==> src/rtl/vid_geom_mon.sv <==
module vid_geom_mon #(
  parameter int DATA_W  = 16,
  parameter int ADDR_W  = 8,
  parameter int HSIZE_W = 16,
  parameter int VSIZE_W = 13
) (
  input  logic              clk,
  input  logic              rst_n,
  input  logic              reg_wr,
  input  logic [ADDR_W-1:0] reg_addr,
  input  logic [31:0]       reg_wdata,
  output logic [31:0]       reg_rdata,
  input  logic              s_tvalid,
  output logic              s_tready,
  input  logic [DATA_W-1:0] s_tdata,
  input  logic              s_tuser,
  input  logic              s_tlast,
  output logic              m_tvalid,
  input  logic              m_tready,
  output logic [DATA_W-1:0] m_tdata,
  output logic              m_tuser,
  output logic              m_tlast
);
  localparam int BPB = DATA_W / 8;
  localparam logic [ADDR_W-1:0] A_CTRL  = ADDR_W'(8'h30);
  localparam logic [ADDR_W-1:0] A_STAT  = ADDR_W'(8'h34);
  localparam logic [ADDR_W-1:0] A_VSIZE = ADDR_W'(8'hA0);
  localparam logic [ADDR_W-1:0] A_HSIZE = ADDR_W'(8'hA4);

  logic               run, synced, err_sof, err_eol;
  logic [HSIZE_W-1:0] hsize_reg, hsize_act;
  logic [VSIZE_W-1:0] vsize_reg, vsize_act;
  logic [HSIZE_W:0]   byte_cnt, byte_base, byte_sum, hs_ext;
  logic [VSIZE_W:0]   line_cnt, line_base;
  logic               beat, sof, active, eol_hit, sof_hit, clr_sof, clr_eol;
  logic [31:0]        stat;

  assign m_tvalid = s_tvalid;
  assign m_tdata  = s_tdata;
  assign m_tuser  = s_tuser;
  assign m_tlast  = s_tlast;
  assign s_tready = m_tready;

  assign beat      = s_tvalid & m_tready;
  assign sof       = beat & s_tuser;
  assign active    = run & (synced | s_tuser);
  assign hs_ext    = {1'b0, s_tuser ? hsize_reg : hsize_act};
  assign byte_base = s_tuser ? '0 : byte_cnt;
  assign byte_sum  = byte_base + (HSIZE_W+1)'(BPB);
  assign line_base = s_tuser ? '0 : line_cnt;
  assign eol_hit   = beat & active & ~s_tlast & (byte_sum >= hs_ext);
  assign sof_hit   = sof & run & synced & (line_cnt < {1'b0, vsize_act});
  assign clr_sof   = reg_wr & (reg_addr == A_STAT) & reg_wdata[7];
  assign clr_eol   = reg_wr & (reg_addr == A_STAT) & reg_wdata[15];

  assign stat = {15'd0, 1'b1, err_eol, 7'd0, err_sof, 2'd0,
                 err_sof | err_eol, 3'd0, ~run};

  always_ff @(posedge clk) begin
    if (!rst_n) begin
      run       <= 1'b0;
      hsize_reg <= '0;
      vsize_reg <= '0;
    end else if (reg_wr) begin
      if (reg_addr == A_CTRL)  run       <= reg_wdata[0];
      if (reg_addr == A_HSIZE) hsize_reg <= reg_wdata[HSIZE_W-1:0];
      if (reg_addr == A_VSIZE) vsize_reg <= reg_wdata[VSIZE_W-1:0];
    end
  end

  always_ff @(posedge clk) begin
    if (!rst_n) begin
      synced    <= 1'b0;
      hsize_act <= '0;
      vsize_act <= '0;
    end else if (!run) begin
      synced <= 1'b0;
    end else if (sof) begin
      synced    <= 1'b1;
      hsize_act <= hsize_reg;
      vsize_act <= vsize_reg;
    end
  end

  always_ff @(posedge clk) begin
    if (!rst_n) begin
      byte_cnt <= '0;
      line_cnt <= '0;
    end else if (beat && active) begin
      if (s_tlast)
        byte_cnt <= '0;
      else if (byte_sum > hs_ext)
        byte_cnt <= hs_ext + 1'b1;
      else
        byte_cnt <= byte_sum;
      if (s_tlast && line_base != '1)
        line_cnt <= line_base + 1'b1;
      else
        line_cnt <= line_base;
    end
  end

  always_ff @(posedge clk) begin
    if (!rst_n) begin
      err_sof <= 1'b0;
      err_eol <= 1'b0;
    end else begin
      err_sof <= sof_hit | (err_sof & ~clr_sof);
      err_eol <= eol_hit | (err_eol & ~clr_eol);
    end
  end

  always_comb begin
    case (reg_addr)
      A_CTRL:  reg_rdata = {31'd0, run};
      A_STAT:  reg_rdata = stat;
      A_VSIZE: reg_rdata = 32'(vsize_reg);
      A_HSIZE: reg_rdata = 32'(hsize_reg);
      default: reg_rdata = '0;
    endcase
  end
endmodule

==> config.mk <==
export PLATFORM = sky130hd
export DESIGN_NAME = vid_geom_mon
export DESIGN_NICKNAME = d
export VERILOG_FILES = /design/src/rtl/vid_geom_mon.sv
export SDC_FILE = /design/constraint.sdc
export NUM_CORES = 1
export LEC_CHECK = 0
export ABC_AREA = 1
export BUFFER_PORTS_ARGS = -buffer_cell sky130_fd_sc_hd__buf_2
export CORE_ASPECT_RATIO = 0.5
export CORE_MARGIN = 2
export CORE_UTILIZATION = 47
export DETAILED_ROUTE_END_ITERATION = 8
export PLACE_DENSITY = 0.79
export SYNTH_ARGS = -nofsm -noshare
export SYNTH_HDL_FRONTEND = slang
export SYNTH_SLANG_ARGS = --single-unit
export TNS_END_PERCENT = 50
==> constraint.sdc <==
create_clock -name clk -period 4 [get_ports clk]
set_input_delay 0.8 -clock clk [delete_from_list [all_inputs] [get_ports clk]]
set_output_delay 0.8 -clock clk [all_outputs]
set_load 0.01 [all_outputs]
Word-level counts from Yosys, hierarchy flattened

Cells that the tools add are included.

Add/sub/neg operators: 3
$lt $le $gt $ge: 3
Equality and inequality tests: 5
Muxes and demuxes: 7
Bitwise operators: 22
Reductions and logical operators: 7

Operators by type and width:

| operator                | number |
|---|---|
| $pmux W17 S4            | 1 |
| $mux W17                | 3 |
| $mux W14                | 2 |
| $add A16 B1 Y17 const B | 1 |
| $add A17 B2 Y17 const B | 1 |
| $ge A17 B16 Y1          | 1 |
| $gt A17 B16 Y1          | 1 |
| $eq A8 B6 Y1 const B    | 2 |
| $eq A8 B8 Y1 const B    | 2 |
| $mux W16                | 1 |
| $add A14 B1 Y14 const B | 1 |
| $and A1 B1 Y1           | 14 |
| $lt A14 B13 Y1          | 1 |
| $ne A14 B14 Y1 const B  | 1 |
| $reduce_and A2 Y1       | 5 |
| $not A1 Y1              | 4 |
| $or A1 B1 Y1            | 4 |
| $logic_and A1 B1 Y1     | 2 |

Flip-flop bits (word level): 93
Input port bits: 63
Output and inout port bits: 52
Word-level logic and storage cells: 57

Longest topological paths before layout

Word-level depth: 6
Gate-level depth with buffers: 27
Mapped depth without buffers: 24

Least setup slack after synthesis

OpenSTA, ideal clock, no wires.

Path kind: input port to flip-flop
Start: input s_tuser
End: register byte_cnt[12]
Library setup time: 0.132 ns
Arrival time: 3.889 ns
Required time: 3.868 ns
Path slack: -0.022 ns
Cell stages on the path: 21
Path buffers: 4
Cell sequence: buf_6 -> buf_2 -> buf_1 -> nor2_1 -> ha_1 -> nand4_1 -> nor2_2 -> nand4_1 -> nor3_2 -> nand2_1 -> xor2_1 -> inv_1 -> ha_1 -> nand4_1 -> nor4_1 -> nand3_2 -> nand2_4 -> buf_6 -> nand2_1 -> nand3_1 -> a21oi_1

Cells in the longest elaborated chain, start to end: 5
Elaborated cells between the ends (all ways): 10
Those cells by class: 2 x add/sub; 1 x order compare; 4 x mux; 2 x bitwise; 1 x reduce/logical

RTL lines:

| what                 | line | text |
|---|---|---|
| start, declared      | 16   | `input logic s_tuser,` |
| $mux W17             | 48   | `assign byte_base = s_tuser ? '0 : byte_cnt;` |
| $add A17 B2 Y17      | 49   | `assign byte_sum = byte_base + (HSIZE_W+1)'(BPB);` |
| $gt A17 B16 Y1       | 92   | `else if (byte_sum > hs_ext)` |
| $mux W17             | 92   |  |
| $mux W17             | 90   | `if (s_tlast)` |
| end signal, assigned | 93   | `byte_cnt <= hs_ext + 1'b1;` |
| end signal, assigned | 95   | `byte_cnt <= byte_sum;` |
| end, declared        | 33   | `logic [HSIZE_W:0] byte_cnt, byte_base, byte_sum, hs_ext;` |

Parallel ways exist; a longest one is shown, timed or not.
A chain may end at the register's enable or synchronous reset.

Worst setup path in the final report

Start: input s_tuser
End: register err_eol

Cells in the longest elaborated chain, start to end: 6
Elaborated cells between the ends (all ways): 10
Those cells by class: 1 x add/sub; 1 x order compare; 2 x mux; 6 x bitwise

RTL lines:

| what                                                                    | line | text |
|---|---|---|
| parallel branches: the longest is 4 deep, another holds $add A17 B2 Y17 | n/a  |  |
| $and A1 B1 Y1 *                                                         | 51   | `assign eol_hit = beat & active & ~s_tlast & (byte_sum >= hs_ext);` |
| $or A1 B1 Y1 *                                                          | 109  | `err_eol <= eol_hit \| (err_eol & ~clr_eol);` |
| end signal, assigned                                                    | 109  |  |
| end, declared                                                           | 30   | `logic run, synced, err_sof, err_eol;` |

Every way passes the cells marked *.

==> flow_metrics.py <==
metrics = {
    "grt": {
        "antenna_found_initial": 0,
        "grt_pass1_vias": 5073,
        "grt_pass1_wl_mm": 23.5,
        "track_usage_pct": 21.0,
        "grt_max_degree": 56,
        "grt-ovfl-total": 0,
    },
    "critical_path": {
        "rr_endpoint": "err_eol",
        "critical_path_arrival_ps": 3900,
        "crit_path_max_fanout": 9,
        "cp-end-kind": "register",
        "timing.reg2reg.setup_slack_ps": 560,
        "path_class": "input port to register",
        "r2r_cells": 18,
        "cp-start-kind": "input port",
        "r2r_start": "byte_cnt[1]",
        "required_ps": 4280,
    },
    "clocking": {
        "cts_tree": "done",
        "worstSkewPairLatency_ps": 350,
        "clockBufferDepth": 2,
        "cts_max_level": 3,
        "clockRootBuffer": "clkbuf_16",
        "clk_pin_slew_ps": 70,
        "cts_sinks": 93,
        "numCtsBuffers": 9,
        "post_cts_buffers": 0,
    },
    "floorplanning": {
        "start_util_pct": 49.2,
        "die_x_um": 163,
        "ioPinCount": 115,
        "rows": 28,
        "fp.dieH_um": 83.4,
        "dieArea_um2": 13600,
        "core_um2": 12100,
    },
    "layout": {
        "n_antenna_cell": 0,
        "fillerInstances": 1140,
        "instances_no_fill": 1067,
        "drive_gt1_share_pct": 10.8,
        "synthToLayoutAreaGrowth_pct": 8.37,
        "largest_reg_flops": 17,
        "fin_nets": 991,
    },
    "job": {
        "drv_cap": 0,
    },
    "placed_design": {
        "port_buffers": 51,
        "dpl.cell_count": 1051,
        "place_worst_setup_slack_ps": -69.9,
        "dp_hpwl_mm": 10.2,
        "routabilityCongestion": 0.917,
    },
    "yosys": {
        "synthesis.area_um2": 5930,
        "netlist-cell-type-count": 42,
        "synth-simple-area-share_pct": 25.9,
        "netlist.area_leader.share_pct": 31.4,
        "ys_ff_latch": 93,
        "synth_fa_ha_area_share_pct": 6.54,
        "async_flop_share_pct": 0,
        "synth-compound-area-share_pct": 17.6,
        "synthTopCellsByCount": "159 x nand2_1, 125 x inv_1, 93 x dfxtp_1",
        "synth_edf_count": 0,
        "synth_xor_area_share_pct": 3.10,
        "muxShareOfSynthArea_pct": 0,
        "synth_warnings": 0,
        "syn_avg_cell_area_um2": 6.73,
        "synth_top_family_by_area": "simple AND/OR/NAND/NOR gates",
        "yosys.area.top_type": "dfxtp_1",
        "ys.flop_type": "dfxtp_1",
        "synth.most_common_cell": "nand2_1",
        "netlist_top_cells_area": "dfxtp_1 31%, nand2_1 10%, inv_1 7.9%",
        "postSynthCellCount": 882,
        "seq_area_frac_synth_pct": 31.4,
    },
    "pwr": {
        "seqPwrFrac_pct": 47.4,
        "irDropWorstVdd_mv": 0.228,
        "p_comb_share_pct": 6.2,
        "cellPowerDensity_nw_per_um2": 304,
        "swShare_pct": 25.1,
        "internal_power_w": 0.00146,
        "pwr-share-clk_pct": 46.3,
        "p_switching_w": 0.000489,
        "power.leakage_nw": 2.68,
    },
    "route": {
        "wl_met2_mm": 6.42,
        "wl_met1_mm": 6.49,
        "top_layer_used": "met4",
        "wl_per_cell_um": 13.1,
        "first_iter_violations": 436,
        "wl_mm": 14.0,
        "final_antenna_net_count": 0,
        "route.met3.wl_um": 857,
        "vias_per_cell": 5.27,
        "vias": 5619,
        "drt_pass1_iterations": 5,
        "drc": 0,
    },
    "sta": {
        "setup_viol": 0,
        "clock_skew_ps": 8.19,
        "fmax_ghz": 0.277,
        "setup_ws_ps": 383,
        "period_share_pct": 90.4,
        "period_minus_slack_ps": 3620,
        "slew_viol_final": 0,
        "maxSlewHeadroom_pct": 50.2,
        "rsz0062_at_grt": "false",
        "worst_pin_slew_ps": 746,
        "hold_violations": 0,
    },
    "hold_path": {
        "min_path_cells": 2,
        "hold_class": "register to register",
        "worstHoldStart": "hsize_act[5]",
        "min_to": "hsize_act[5]",
    },
    "run_status": {
        "status": "finished, final reports clean",
    },
}
## per-stage QoR
| step | hold slack [ps] | utilization [%] | total power, W | cell area, µm² | setup TNS (ps) |
|---|---|---|---|---|---|
| 4_1_cts | 451 | 53.2 | 0.00196 | 6420 | 0 |
| 3_5_place_dp | 441 | 50.6 | 0.00107 | 6100 | -782 |
| 6_report | 449 | 53.4 | 0.00195 | 6430 | 0 |
| 3_3_place_gp | 434 | 50.6 | 0.00106 | 6100 | 0 |
| 5_1_grt | 478 | 53.4 | 0.00202 | 6430 | 0 |
| 2_1_floorplan | 424 | - | 0.00106 | 6000 | 0 |
## metal layers
| layer | track usage [%] | up-vias |
|---|---|---|
| met5 | 0 | - |
| li1 | - | 2879 |
| met4 | 7.24 | 0 |
| met1 | 27.6 | 2522 |
| met3 | 3.50 | 33 |
| met2 | 34.9 | 185 |
## critical path, stage by stage
cell	delay, ps
buf_2	120
nor2_2	130
ha_1	210
nand4_1	170
nor2_2	160
nand4_1	200
nor3_4	240
nand2_1	130
xor2_2	180
inv_1	80
ha_1	310
nand4_1	120
nor4_2	320
nand3_2	180
buf_4	210
nand3_1	90
nand2_1	80
a21oi_1	170
## how the worst max path moves through the flow
stage	to	slack [ps]	from	depth (start not counted)
floorplan	byte_cnt[12]	30	s_tuser	21
global placement	err_eol	100	s_tuser	18
detailed placement	err_eol	-70	s_tuser	18
CTS	byte_cnt[0]	250	s_tuser	18
global route	err_eol	40	s_tuser	18
finish	err_eol	380	s_tuser	18
## power by group through the flow
stage / Combinational [W] / Sequential (W) / Clock [W]
2_1_floorplan: 0.000113 / 0.000948 / 0
3_3_place_gp: 0.000116 / 0.000948 / 0
3_5_place_dp: 0.000119 / 0.000948 / 0
4_1_cts: 0.000120 / 0.000926 / 0.000918
5_1_grt: 0.000137 / 0.000926 / 0.000960
6_report: 0.000121 / 0.000926 / 0.000905
## cell usage in the layout (no fill, tap or decap), types with 2 or more instances in the layout
| cell type | instances |
|---|---|
| clkbuf_16 | 9 |
| a211oi_1 | 9 |
| nand2_4 | 3 |
| o221ai_1 | 2 |
| xnor2_1 | 7 |
| a21oi_1 | 87 |
| o22ai_1 | 10 |
| inv_1 | 125 |
| clkinv_4 | 2 |
| ha_1 | 31 |
| nor3_1 | 13 |
| nor2_1 | 68 |
| o211ai_1 | 3 |
| dfxtp_1 | 93 |
| conb_1 | 15 |
| nor2_2 | 6 |
| xor2_1 | 13 |
| nand3_1 | 64 |
| nor4_1 | 4 |
| nand3_2 | 2 |
| buf_2 | 51 |
| nand4_1 | 15 |
| o21a_1 | 2 |
| buf_4 | 11 |
| nand2_1 | 159 |
| inv_6 | 2 |
| o21ai_1 | 5 |
| nor3_4 | 2 |
| nand3b_1 | 2 |
| o21ai_0 | 71 |
## what timing repair did
item,4_1_cts,5_1_grt
hold buffers,0,0
setup endpoints to repair,0,17
resized for setup,0,2
## cell families (layout without fill, tap and decap cells)
group	after synthesis	in the layout
xor+xnor	21	21
other cells	1	15
compound gates	194	194
buf+inv	198	204
simple gates	344	344
fa+ha+maj	31	31
flops	93	93
## cell type report
type	instances	area, µm²	area share [%]
multi-input cells	605	3230	50.2
repair buffers	62	338	5.25
clock buffers	9	225	3.50
well taps	165	206	3.21
inverters	126	478	7.43
clock inverters	7	91.3	1.42
flip-flops and latches	93	1860	29.0
(Power assumes the default switching activity.)
